`config.mk`:
```
export PLATFORM = sky130hd
export DESIGN_NAME = uart_tx_brk
export DESIGN_NICKNAME = d
export VERILOG_FILES = /design/src/rtl/uart_tx_pkg.sv /design/src/rtl/uart_tx_dp.sv /design/src/rtl/uart_tx_ctrl.sv /design/src/rtl/uart_tx_brk.sv
export SDC_FILE = /design/constraint.sdc
export NUM_CORES = 1
export LEC_CHECK = 0
export ABC_AREA = 1
export BUFFER_PORTS_ARGS = -buffer_cell sky130_fd_sc_hd__buf_2
export CORE_MARGIN = 2
export CORE_UTILIZATION = 48
export DETAILED_ROUTE_END_ITERATION = 12
export GPL_TIMING_DRIVEN = 0
export HOLD_SLACK_MARGIN = 0.03
export PLACE_DENSITY_LB_ADDON = 0.15
export SETUP_SLACK_MARGIN = 0.15
export SLEW_MARGIN = 0
export SYNTH_ARGS = -nofsm -noshare
export SYNTH_HDL_FRONTEND = slang
export SYNTH_SLANG_ARGS = --single-unit
```
`constraint.sdc`:
```
create_clock -name clk -period 3.8 [get_ports clk]
set_input_delay 0.38 -clock clk [delete_from_list [all_inputs] [get_ports clk]]
set_output_delay 0.38 -clock clk [all_outputs]
set_load 0.05 [all_outputs]
```
`src/rtl/uart_tx_pkg.sv`:
```
package uart_tx_pkg;
  localparam int MAX_DATA = 8;
  localparam int MIN_DATA = 5;
  localparam int FRAME_W  = MAX_DATA + 4;
  localparam int LEN_W    = $clog2(FRAME_W + 1);

  typedef struct packed {
    logic [1:0] dataSel;
    logic       parEn;
    logic       parOdd;
    logic       twoStop;
  } txCfg_t;

  typedef struct packed {
    logic useIn;
    logic latchByte;
    logic loadFrame;
    logic shift;
    logic setLevel;
    logic level;
  } dpCtl_t;

  function automatic logic [LEN_W-1:0] frameLen(txCfg_t c);
    return LEN_W'(MIN_DATA + 2) + LEN_W'(c.dataSel) + LEN_W'(c.parEn) + LEN_W'(c.twoStop);
  endfunction
endpackage

```
`src/rtl/uart_tx_dp.sv`:
```
module uart_tx_dp
  import uart_tx_pkg::*;
(
  input  logic                clk,
  input  logic                rstN,
  input  dpCtl_t              ctl,
  input  txCfg_t              cfg,
  input  logic [MAX_DATA-1:0] inData,
  output logic                txLine
);
  logic [MAX_DATA-1:0] heldByte, srcByte, maskByte;
  logic [FRAME_W-1:0]  frame, shReg;
  logic [LEN_W-1:0]    dataCnt, parPos;
  logic                parBit;

  assign srcByte = ctl.useIn ? inData : heldByte;
  assign dataCnt = LEN_W'(MIN_DATA) + LEN_W'(cfg.dataSel);
  assign parPos  = dataCnt + 1'b1;

  always_comb begin
    for (int i = 0; i < MAX_DATA; i++)
      maskByte[i] = (LEN_W'(i) < dataCnt) ? srcByte[i] : 1'b0;
    parBit = (^maskByte) ^ cfg.parOdd;
    frame = '1;
    frame[0] = 1'b0;
    for (int i = 0; i < MAX_DATA; i++)
      if (LEN_W'(i) < dataCnt) frame[i+1] = maskByte[i];
    if (cfg.parEn) frame[parPos] = parBit;
  end

  always_ff @(posedge clk) begin
    if (!rstN) begin
      heldByte <= '0;
      shReg    <= '1;
      txLine   <= 1'b1;
    end else begin
      if (ctl.latchByte) heldByte <= inData;
      if (ctl.loadFrame) begin
        txLine <= frame[0];
        shReg  <= {1'b1, frame[FRAME_W-1:1]};
      end else if (ctl.shift) begin
        txLine <= shReg[0];
        shReg  <= {1'b1, shReg[FRAME_W-1:1]};
      end else if (ctl.setLevel) begin
        txLine <= ctl.level;
      end
    end
  end
endmodule

```
`src/rtl/uart_tx_ctrl.sv`:
```
module uart_tx_ctrl
  import uart_tx_pkg::*;
#(
  parameter int BRK_W = 8
) (
  input  logic             clk,
  input  logic             rstN,
  input  logic             bitTick,
  input  txCfg_t           cfgIn,
  input  logic             brkReq,
  input  logic [BRK_W-1:0] brkCount,
  input  logic             restart,
  input  logic             inValid,
  input  logic             inPre,
  output logic             inReady,
  output txCfg_t           cfgUse,
  output dpCtl_t           ctl,
  output logic             busy
);
  typedef enum logic [2:0] {S_IDLE, S_BRK, S_POST, S_PRE, S_DATA} txState_t;

  txState_t         state, stateN;
  logic [LEN_W-1:0] bitCnt, bitCntN, len;
  logic [BRK_W-1:0] chrCnt, chrCntN, brkEnd, brkEndN;
  txCfg_t           cfgQ, cfgQN;
  logic             brkPend, brkPendN, rstPend, rstPendN;
  logic             charEnd, decide;

  always_comb begin
    cfgUse  = (state == S_IDLE) ? cfgIn : cfgQ;
    len     = frameLen(cfgQ);
    charEnd = (bitCnt == len - 1'b1);
    decide  = bitTick && ((state == S_IDLE) ||
              (charEnd && (state == S_DATA || state == S_POST)));
    inReady = decide && !brkPend;

    stateN  = state;
    bitCntN = bitCnt;
    chrCntN = chrCnt;
    brkEndN = brkEnd;
    cfgQN   = cfgQ;
    ctl     = '0;

    if (bitTick) begin
      case (state)
        S_BRK: begin
          if (rstPend || (charEnd && chrCnt == brkEnd)) begin
            stateN       = S_POST;
            bitCntN      = '0;
            ctl.setLevel = 1'b1;
            ctl.level    = 1'b1;
          end else if (charEnd) begin
            bitCntN = '0;
            chrCntN = chrCnt + 1'b1;
          end else begin
            bitCntN = bitCnt + 1'b1;
          end
        end
        S_PRE: begin
          if (charEnd) begin
            stateN        = S_DATA;
            bitCntN       = '0;
            ctl.loadFrame = 1'b1;
          end else begin
            bitCntN = bitCnt + 1'b1;
          end
        end
        S_DATA: begin
          if (!charEnd) begin
            bitCntN   = bitCnt + 1'b1;
            ctl.shift = 1'b1;
          end
        end
        S_POST: begin
          if (!charEnd) bitCntN = bitCnt + 1'b1;
        end
        default: ;
      endcase
    end

    if (decide) begin
      bitCntN = '0;
      if (state == S_IDLE) cfgQN = cfgIn;
      if (brkPend) begin
        stateN       = S_BRK;
        chrCntN      = '0;
        brkEndN      = (brkCount == '0) ? '0 : brkCount - 1'b1;
        ctl.setLevel = 1'b1;
        ctl.level    = 1'b0;
      end else if (inValid) begin
        ctl.latchByte = 1'b1;
        if (inPre) begin
          stateN       = S_PRE;
          ctl.setLevel = 1'b1;
          ctl.level    = 1'b1;
        end else begin
          stateN        = S_DATA;
          ctl.useIn     = 1'b1;
          ctl.loadFrame = 1'b1;
        end
      end else begin
        stateN       = S_IDLE;
        ctl.setLevel = 1'b1;
        ctl.level    = 1'b1;
      end
    end

    if (decide && brkPend)                brkPendN = 1'b0;
    else if (brkReq && state != S_BRK)    brkPendN = 1'b1;
    else                                  brkPendN = brkPend;
    rstPendN = (stateN == S_BRK) && (rstPend || restart);
  end

  assign busy = (state != S_IDLE);

  always_ff @(posedge clk) begin
    if (!rstN) begin
      state   <= S_IDLE;
      bitCnt  <= '0;
      chrCnt  <= '0;
      brkEnd  <= '0;
      cfgQ    <= '0;
      brkPend <= 1'b0;
      rstPend <= 1'b0;
    end else begin
      state   <= stateN;
      bitCnt  <= bitCntN;
      chrCnt  <= chrCntN;
      brkEnd  <= brkEndN;
      cfgQ    <= cfgQN;
      brkPend <= brkPendN;
      rstPend <= rstPendN;
    end
  end
endmodule

```
`src/rtl/uart_tx_brk.sv`:
```
module uart_tx_brk
  import uart_tx_pkg::*;
#(
  parameter int BRK_W = 8
) (
  input  logic             clk,
  input  logic             rstN,
  input  logic             bitTick,
  input  logic [1:0]       cfgDataSel,
  input  logic             cfgParEn,
  input  logic             cfgParOdd,
  input  logic             cfgTwoStop,
  input  logic             brkReq,
  input  logic [BRK_W-1:0] brkCount,
  input  logic             restart,
  input  logic             inValid,
  input  logic [7:0]       inData,
  input  logic             inPre,
  output logic             inReady,
  output logic             txLine,
  output logic             busy
);
  txCfg_t cfgIn, cfgUse;
  dpCtl_t ctl;

  assign cfgIn = '{dataSel: cfgDataSel, parEn: cfgParEn, parOdd: cfgParOdd, twoStop: cfgTwoStop};

  uart_tx_ctrl #(.BRK_W(BRK_W)) u_ctrl (
    .clk(clk), .rstN(rstN), .bitTick(bitTick), .cfgIn(cfgIn),
    .brkReq(brkReq), .brkCount(brkCount), .restart(restart),
    .inValid(inValid), .inPre(inPre), .inReady(inReady),
    .cfgUse(cfgUse), .ctl(ctl), .busy(busy)
  );

  uart_tx_dp u_dp (
    .clk(clk), .rstN(rstN), .ctl(ctl), .cfg(cfgUse),
    .inData(inData), .txLine(txLine)
  );
endmodule

```
# After elaboration in Yosys (flattened, before gate mapping)
# Index checks and enable logic that the tools add are counted.
[word_totals]
out_inout_bits = 3
register_bits = 50
wordCells = 131
input_bits = 28
[op_classes]
n_reduce_logical = 26
eq_ne = 9
mux = 62
bitwise = 2
add_sub_neg = 9
n_lt_le_gt_ge = 10
[ops]
columns = ["operator", "count"]
rows = [
  ["$mux 8", 8],
  ["$mux 3", 10],
  ["$mux 1", 26],
  ["$mux 11", 2],
  ["$lt 3x4->1 const A", 4],
  ["$mux 4", 4],
  ["$bwmux 12", 1],
  ["$mux 12", 1],
  ["$mux 2", 6],
  ["$pmux 4 s3", 1],
  ["$reduce_bool 3->1", 3],
  ["$add 3x2->4 const A", 2],
  ["$add 4x1->4", 2],
  ["$add 4x1->4 const B", 2],
  ["$add 8x1->8 const B", 1],
  ["$eq 8x8->1", 1],
  ["$logic_and 1x1->1", 8],
  ["$logic_not 8->1", 1],
  ["$lt 1x4->1 const A", 2],
  ["$lt 2x4->1 const A", 2],
  ["$reduce_xor 8->1", 1],
  ["$sub 8x1->8 const B", 1],
  ["$eq 3x1->1 const B", 2],
  ["$eq 3x2->1 const B", 2],
  ["19 further kinds", 25],
]

# Depth between registers and ports, before layout
# Gate-level depths: netlist (run 1).
[depth]
depth_word = 21
mapped_depth = 25

# Hierarchy
# A second synthesis (run 1) with hierarchy kept.
[unflattened]
hier_cells = 515
area_unflattened_um2 = 3165.5
[by_module_without_submodules]
columns = ["mod", "seq_area_each_um2", "area_per_inst_um2", "cells_each", "instances"]
rows = [
  ["uart_tx_ctrl", 600.6, 1901.8, 305, 1],
  ["uart_tx_dp", 400.4, 1263.7, 210, 1],
]

# Worst setup path before layout (run 1)
# Ideal clock, no wire load.
[synth_path]
kind = "flip-flop to flip-flop"
start = "register u_ctrl.cfgQ[0] (netlist name)"
end = "register u_ctrl.rstPend"
setup_time_ns = 0.117
t_required_ns = 3.683
slack_ns = 0.840
t_arrival_ns = 2.843
period_less_slack_ns = 2.960
stages_incl_launch_ff = 17
cell_sequence = "dfxtp_1 inv_1 fa_1 ha_1 inv_1 nand2_1 nand2_1 nor2_2 nand4_1 nand2_2 buf_6 buf_4 inv_1 nor2_1 nand2_1 nand4_1 nor2_1"
[synth_between]
elab_chain_len = 11
elab_cells_between_ends = 15
[synth_lines]
columns = ["item", "line", "rtl"]
rows = [
  ["start: declaration", "uart_tx_ctrl.sv:25", "txCfg_t cfgQ, cfgQN;"],
  ["start signal: assignment", "uart_tx_ctrl.sv:130", "cfgQ <= cfgQN;"],
  ["$add 4x1->4 *", "uart_tx_pkg.sv:24", "return LEN_W'(MIN_DATA + 2) + LEN_W'(c.dataSel) + LEN_W'(c.parEn) + LEN_W'(c.twoStop);"],
  ["$sub 4x1->4 *", "uart_tx_ctrl.sv:32", "charEnd = (bitCnt == len - 1'b1);"],
  ["$eq 4x4->1 *", "uart_tx_ctrl.sv:32", ""],
  ["$logic_and 1x1->1", "uart_tx_ctrl.sv:47", "if (rstPend || (charEnd && chrCnt == brkEnd)) begin"],
  ["$logic_or 1x1->1", "uart_tx_ctrl.sv:47", ""],
  ["$mux 3", "uart_tx_ctrl.sv:47", ""],
  ["$pmux 3 s2", "uart_tx_ctrl.sv:45", "case (state)"],
  ["$mux 3", "uart_tx_ctrl.sv:44", "if (bitTick) begin"],
  ["$mux 3 *", "uart_tx_ctrl.sv:81", "if (decide) begin"],
  ["$eq 3x1->1 *", "uart_tx_ctrl.sv:111", "rstPendN = (stateN == S_BRK) && (rstPend || restart);"],
  ["$logic_and 1x1->1 *", "uart_tx_ctrl.sv:111", ""],
  ["end signal: assignment", "uart_tx_ctrl.sv:132", "rstPend <= rstPendN;"],
  ["end: declaration", "uart_tx_ctrl.sv:26", "logic brkPend, brkPendN, rstPend, rstPendN;"],
]
# Every way passes the cells marked *; elsewhere a longest branch is shown, timed or not.
# A chain may end at the register's enable or synchronous reset.

# Worst setup path in the final report (run 1)
[layout_path]
start = "register u_ctrl.cfgQ[0] (netlist name)"
end = "output port inReady"
[layout_between]
elab_chain_len = 7
[layout_lines]
columns = ["item", "line", "rtl"]
rows = [
  ["$add 4x1->4", "uart_tx_pkg.sv:24", ""],
  ["$sub 4x1->4", "uart_tx_ctrl.sv:32", ""],
  ["$eq 4x4->1", "uart_tx_ctrl.sv:32", ""],
  ["$logic_and 1x1->1", "uart_tx_ctrl.sv:34", "(charEnd && (state == S_DATA || state == S_POST)));"],
  ["$logic_or 1x1->1", "uart_tx_ctrl.sv:33", "decide = bitTick && ((state == S_IDLE) ||"],
  ["$logic_and 1x1->1", "uart_tx_ctrl.sv:33", ""],
  ["$logic_and 1x1->1", "uart_tx_ctrl.sv:35", "inReady = decide && !brkPend;"],
  ["end: declaration", "uart_tx_brk.sv:19", "output logic inReady,"],
]
# No other way between the ends.

==> impl_metrics.yaml, run 1 <==
yosys:
  synth.top_cell.area_share_pct: 32.7
  yosys.area.top_type: "dfxtp_1"
  postSynthAreaPerCell_um2: 6.41
  syn_nets: 510
  synth_area_leaders: "dfxtp_1 33%, nand2_1 15%, inv_1 9.5%"
  ys_seq_area_share_pct: 32.7
  ys_ff_latch: 50
  syn_area_um2: 3060
  syn_inst: 477
  yosys_warnings: 0
  synth_cell_type_count: 37
sta:
  fin_crit_sh_pct: 86.1
  max_slew.worst_pin.slew_ns: 0.807
  fmax_ghz: 0.306
  setup-violations-final: 0
  layout_min_cycle_time_ns: 3.27
  slew_viol_final: 0
  fin_skew_ns: 0.0110
  rsz0062_at_grt: "false"
  hold_viol_final: 0
  timing.hold.ws_ns: 0.310
  setup_tns_ns: 0
  relSlewSlack_pct: 45.8
drt:
  wl_mm: 7.14
  via_per_inst: 5.13
  drt_iter0_drc: 216
  ant_nets: 0
  drc: 0
  wl_per_cell_um: 12.1
  vias: 3035
  firstDrtPassIters: 5
die:
  start_util_pct: 49.0
  placementRows: 29
  fp.dieW_um: 83.8
  io_pins: 31
  coreArea_um2: 6240
  die_h_um: 83.8
  dieArea_um2: 7020
cells_and_area:
  nNetsFinal: 547
  ff_latch_area_um2: 1000
  antenna_cells: 0
  layout-drive-gt1-share_pct: 14.6
  fillers: 651
  syn2layout_area_growth_pct: 11.2
  multiInputGateArea_um2: 1700
global_routing:
  grt_overflow: 0
  antenna_found_initial: 0
  grt_pass1_wl_mm: 12.3
  grt_pass1_vias: 2775
  grt_max_degree: 16
  grt_usage_pct: 21.0
clock_network:
  cts_buffer_depth: 2
  post_cts_resized: 0
  cts_max_level: 2
  hold_buffers: 0
  path_clk_slew_ns: 0.10
  cts_tree: "yes"
  insertion_delay_ns: 0.31
  cts_buffers: 5
  cts_root_buf: "clkbuf_8"
  cts_sinks: 50
  post-cts-setup-buffers: 0
run:
  max_cap_viol_count: 0
worst_setup_path:
  worstPathRequired_ns: 3.42
  worstSetupEndpointType: "output pin"
  cp.arrival_ns: 2.89
  cp_max_fo: 10
  start_kind: "flop"
  criticalPathCategory: "reg2out"
placement:
  dp.final_hpwl_mm: 5.44
  portBuffers: 30
  gp_congestion: 0.884
pwr:
  p_leak_nw: 1.62
  vdd_drop_max_uv: 176
  p_per_area_nw_per_um2: 374
run_status:
  status: "completed"
hold_path:
  hp-class: "in2reg"
-- critical path, cell delays in order (launching register included) --
cell,delay [ns]
dfxtp_1,0.32
inv_1,0.06
fa_1,0.43
ha_1,0.30
inv_1,0.04
nand2_1,0.05
nand2_1,0.05
nor2_2,0.14
nand4_1,0.11
nand2_2,0.11
buf_6,0.17
buf_4,0.17
inv_1,0.14
nor2_1,0.19
buf_2,0.30
-- sequential cells by signal, summed over array words and instances (netlist names) --
name,cells
u_ctrl.brkPend,1
u_ctrl.rstPend,1
u_ctrl.brkEnd,8
u_ctrl.cfgQ,5
u_dp.shReg,11
u_dp.heldByte,8
u_ctrl.bitCnt,4
u_dp.txLine,1
u_ctrl.chrCnt,8
u_ctrl.state,3
-- where the power goes --
group          switching [W]  internal, W
Combinational       0.000236     0.000116
Clock               0.000191     0.000151
Sequential         0.0000198     0.000557
Total               0.000446     0.000825
-- per-layer routing --
| layer | vias up | wire (um) | GRT usage, % | share of wire [%] |
|---|---|---|---|---|
| met5 | - | 0 | 0 | 0 |
| li1 | 1599 | - | - | - |
| met4 | 0 | 55 | 4.99 | 0.77 |
| met3 | 6 | 331 | 3.56 | 4.6 |
| met2 | 70 | 3190 | 35.5 | 45 |
| met1 | 1360 | 3570 | 28.0 | 50 |
-- synth_stat cells (all sizes together) --
cell	number
fa	1
nor2	48
o31ai	1
a21oi	26
o22ai	1
xnor2	2
nand4	11
clkinv	1
nor3	9
nand3	34
xor2	8
clkbuf	5
o2111ai	1
or2	2
nor3b	1
nor4	2
o21ai	42
o211ai	4
buf	3
inv	82
dfxtp	50
a31oi	2
a221oi	2
a211oi	2
nand2	133
ha	4
-- placed cells by master, fill, tap and decap left out, drive strengths merged, types with 2 or more instances in the layout --
cell type  instances
ha                 4
a21oi             26
nand2            133
nor4               2
nor2              48
or2                2
clkbuf            12
a211oi             2
a221oi             2
o211ai             4
o21ai             42
dfxtp             50
nor3               9
inv               83
xnor2              2
nand3             34
buf               33
nand4             11
a31oi              2
xor2               8
-- final timing paths --
check                       from              to  slack, ns  cells past startpoint
setup / recovery  u_ctrl.cfgQ[0]         inReady       0.53                     14
hold / removal            brkReq  u_ctrl.brkPend       0.31                      3
setup reg to reg  u_ctrl.cfgQ[0]   u_dp.shReg[5]       0.79                     18
hold reg to reg   u_dp.shReg[10]  u_dp.shReg[10]       0.46                      2
-- logic make-up (layout without fill, tap and decap cells) --
family	count (synthesis)	count (layout)	share of synthesized area [%]
flops	50	50	32.7
buf+inv	91	129	11.7
fa+ha+maj	5	5	2.29
xor+xnor	10	10	2.86
compound gates	81	81	14.6
simple gates	240	240	35.8
-- layout make-up --
class,count,area share (%)
Buffer,8,1.36
Timing Repair Buffer,30,4.42
Multi-Input combinational cell,336,50.0
Inverter,83,9.16
Sequential cell,50,29.4
Clock buffer,7,2.54
Clock inverter,1,0.258
Tap cell,77,2.83
-- through the flow --
step | cell area [um2] | util (%) | std cells | power, W | setup slack, ns
detailed placement | 3300 | 52.9 | 584 | 0.000939 | 0.819
global placement | 3300 | 52.9 | 584 | 0.000931 | 0.858
global route | 3400 | 54.5 | 592 | 0.00135 | 0.322
floorplan | 3060 | - | 477 | 0.000851 | 0.840
finish | 3400 | 54.5 | 592 | 0.00127 | 0.527
CTS | 3400 | 54.5 | 592 | 0.00128 | 0.493
(Power assumes the default switching activity.)
==> inputs of run 2 (changes only) <==
--- a/config.mk
+++ b/config.mk
@@ -7,6 +7,8 @@
 export LEC_CHECK = 0
 export ABC_AREA = 1
 export BUFFER_PORTS_ARGS = -buffer_cell sky130_fd_sc_hd__buf_2
+export CAP_MARGIN = 20
+export CORE_ASPECT_RATIO = 2
 export CORE_MARGIN = 2
 export CORE_UTILIZATION = 48
 export DETAILED_ROUTE_END_ITERATION = 12
@@ -17,4 +19,5 @@
 export SLEW_MARGIN = 0
 export SYNTH_ARGS = -nofsm -noshare
 export SYNTH_HDL_FRONTEND = slang
+export SYNTH_HIERARCHICAL = 1
 export SYNTH_SLANG_ARGS = --single-unit
==> run 2 against run 1 <==
Compared with the run above:
- hold slack better by 0.018 ns
- cell count up 9.6%
- total power up 20%
- worst setup slack worse by 0.23 ns
- largest power group unchanged
==> impl_metrics.yaml, run 2 <==
die:
  dieArea_um2: 7300
  die_h_um: 119
  coreArea_um2: 6360
  placementRows: 41
  fp.dieW_um: 61.4
  io_pins: 31
  start_util_pct: 49.8
global_routing:
  antenna_found_initial: 0
  grt_overflow: 0
  grt_max_degree: 16
  grt_pass1_wl_mm: 12.7
  grt_pass1_vias: 3052
  grt_usage_pct: 22.4
worst_setup_path:
  cpMaxStageDelayCell: "fa_2"
  r2r.worst_path.cells: 29
  reg2reg_setup_slack_ns: 0.29
  worstPathRequired_ns: 3.99
  reg2reg_to: "u_dp/shReg[4]"
  r2r_start: "u_ctrl/cfgQ[2]"
  cp.arrival_ns: 3.69
  start_kind: "flop"
  worstSetupEndpointType: "flop"
  criticalPathCategory: "reg2reg"
  cp_max_fo: 7
  crit_path_frequent_cell: "nand2_1"
  slowest_delay_ns: 0.41
cells_and_area:
  final_cells: 649
  syn2layout_area_growth_pct: 18.0
  layout_common_cells: "156 x nand2_1, 73 x inv_1, 56 x nor2_1, 50 x dfxtp_1, 34 x a21oi_1"
  fin_area_um2: 3730
  nNetsFinal: 597
  antenna_cells: 0
  layout-drive-gt1-share_pct: 16.7
  top_register: "u_dp/shReg"
  largest_reg_flops: 11
  final_common_cell: "nand2_1"
  fillers: 675
yosys:
  synth.top_cells.by_count: "163 x nand2_1, 76 x inv_1, 58 x nor2_1"
  synth_ff_type: "dfxtp_1"
  synth_most_common_cell: "nand2_1"
  syn_area_um2: 3170
  yosys.area.top_type: "dfxtp_1"
  ys_ff_latch: 50
  ys_seq_area_share_pct: 31.6
  async_flop_share_pct: 0
  syn_inst: 515
  synth_enable_flop_cells: 0
  postSynthAreaPerCell_um2: 6.15
  synth.top_cell.area_share_pct: 31.6
  syn_nets: 550
  synth_cell_type_count: 37
  synth_area_leaders: "dfxtp_1 32%, nand2_1 19%, inv_1 9.0%"
  yosys_warnings: 6
clock_network:
  cts_buffers: 5
  cts_sinks: 50
  insertion_delay_ns: 0.29
  path_clk_slew_ns: 0.06
  cts_tree: "yes"
  cts_buffer_depth: 2
  cts_root_buf: "clkbuf_16"
  hold_buffers: 0
  cts_max_level: 2
hold_path:
  whs_path_depth: 3
  min_from: "inData[2]"
  hp-class: "in2reg"
  whs_endpoint: "u_dp/heldByte[2]"
placement:
  place_ws_ns: -0.0350
  portBuffers: 30
  gp_congestion: 0.897
  dp.final_hpwl_mm: 6.19
  placedCellCount: 631
  dpl-instance-area_um2: 3420
drt:
  firstDrtPassIters: 4
  drt_iter0_drc: 223
  drc: 0
  ant_nets: 0
  vias: 3280
  via_per_inst: 5.05
  wl_mm: 7.89
  wl_per_cell_um: 12.1
pwr:
  vdd_drop_max_uv: 294
  total_power_w: 0.00152
  p_leak_nw: 1.85
  p_per_area_nw_per_um2: 407
sta:
  fmax_ghz: 0.285
  fin_skew_ns: 0.00468
  worst_slack_ns: 0.294
  hold_viol_final: 0
  rsz0062_at_grt: "true"
  layout_min_cycle_time_ns: 3.51
  fin_crit_sh_pct: 92.3
  max_slew.worst_pin.slew_ns: 0.572
  relSlewSlack_pct: 61.4
  setup_tns_ns: 0
  setup-violations-final: 0
  slew_viol_final: 0
run:
  max_cap_viol_count: 0
run_status:
  status: "completed"
-- run 2: cell families after synthesis --
logic type | synth area share, %
flip-flops | 31.6
AND/OR/NAND/NOR | 38.9
buffers and inverters | 10.7
adder cells (fa/ha/maj) | 3.00
XOR/XNOR | 2.21
AO/OA/AOI/OAI | 13.6
-- run 2: per-stage QoR --
| stage | hold slack [ns] | util, % |
|---|---|---|
| 2_1_floorplan | 0.431 | - |
| 3_3_place_gp | 0.443 | 53.8 |
| 3_5_place_dp | 0.457 | 53.8 |
| 4_1_cts | 0.330 | 56.7 |
| 5_1_grt | 0.351 | 58.7 |
| 6_report | 0.328 | 58.7 |
-- run 2: final cells by class --
cell class / count / area (um2) / share of cell area, %
well taps: 86 / 108 / 2.88
multi-input cells: 380 / 1890 / 50.7
flip-flops and latches: 50 / 1000 / 26.8
clock buffers: 6 / 129 / 3.45
inverters: 78 / 298 / 7.97
repair buffers: 40 / 229 / 6.13
clock inverters: 2 / 37.5 / 1.01
plain buffers: 7 / 40.0 / 1.07
-- run 2: worst max-delay path: cells and delay by family (launching register included) --
kind / cells / cell delay, ns
flops: 1 / 0.30
fa+ha+maj: 2 / 0.64
compound gates: 1 / 0.23
buf+inv: 6 / 0.40
simple gates: 20 / 1.83
-- run 2: worst max-delay path by stage --
stage	from	endpoint	slack, ns	depth (start not counted)
floorplan	u_ctrl/cfgQ[0]	u_dp/shReg[6]	0.41	28
global placement	u_ctrl/cfgQ[0]	u_dp/shReg[4]	-0.005	28
detailed placement	u_ctrl/cfgQ[0]	u_dp/shReg[3]	-0.03	29
CTS	u_ctrl/cfgQ[0]	u_dp/shReg[3]	0.19	28
global route	u_ctrl/cfgQ[2]	u_dp/shReg[4]	0.06	28
finish	u_ctrl/cfgQ[2]	u_dp/shReg[4]	0.29	29
-- run 2: report_power, final --
| part | switching, W | leakage, nW | internal (W) |
|---|---|---|---|
| clock | 0.000196 | 0.0771 | 0.000311 |
| combinational | 0.000284 | 1.37 | 0.000151 |
| sequential | 0.0000205 | 0.408 | 0.000559 |
| total | 0.000500 | 1.85 | 0.00102 |
-- run 2: per-layer routing --
layer | wire (um) | global-route usage (%) | vias up
met3 | 188 | 3.26 | 26
met4 | 310 | 10.5 | 0
met2 | 4520 | 43.0 | 53
met1 | 2870 | 21.3 | 1488
li1 | - | - | 1713
met5 | 0 | 0 | -
-- run 2: timing repair --
item,4_1_cts,5_1_grt
gates cloned,0,1
resized for setup,3,19
endpoints found under the setup margin,9,9
buffers inserted,1,8
pin swaps,2,9
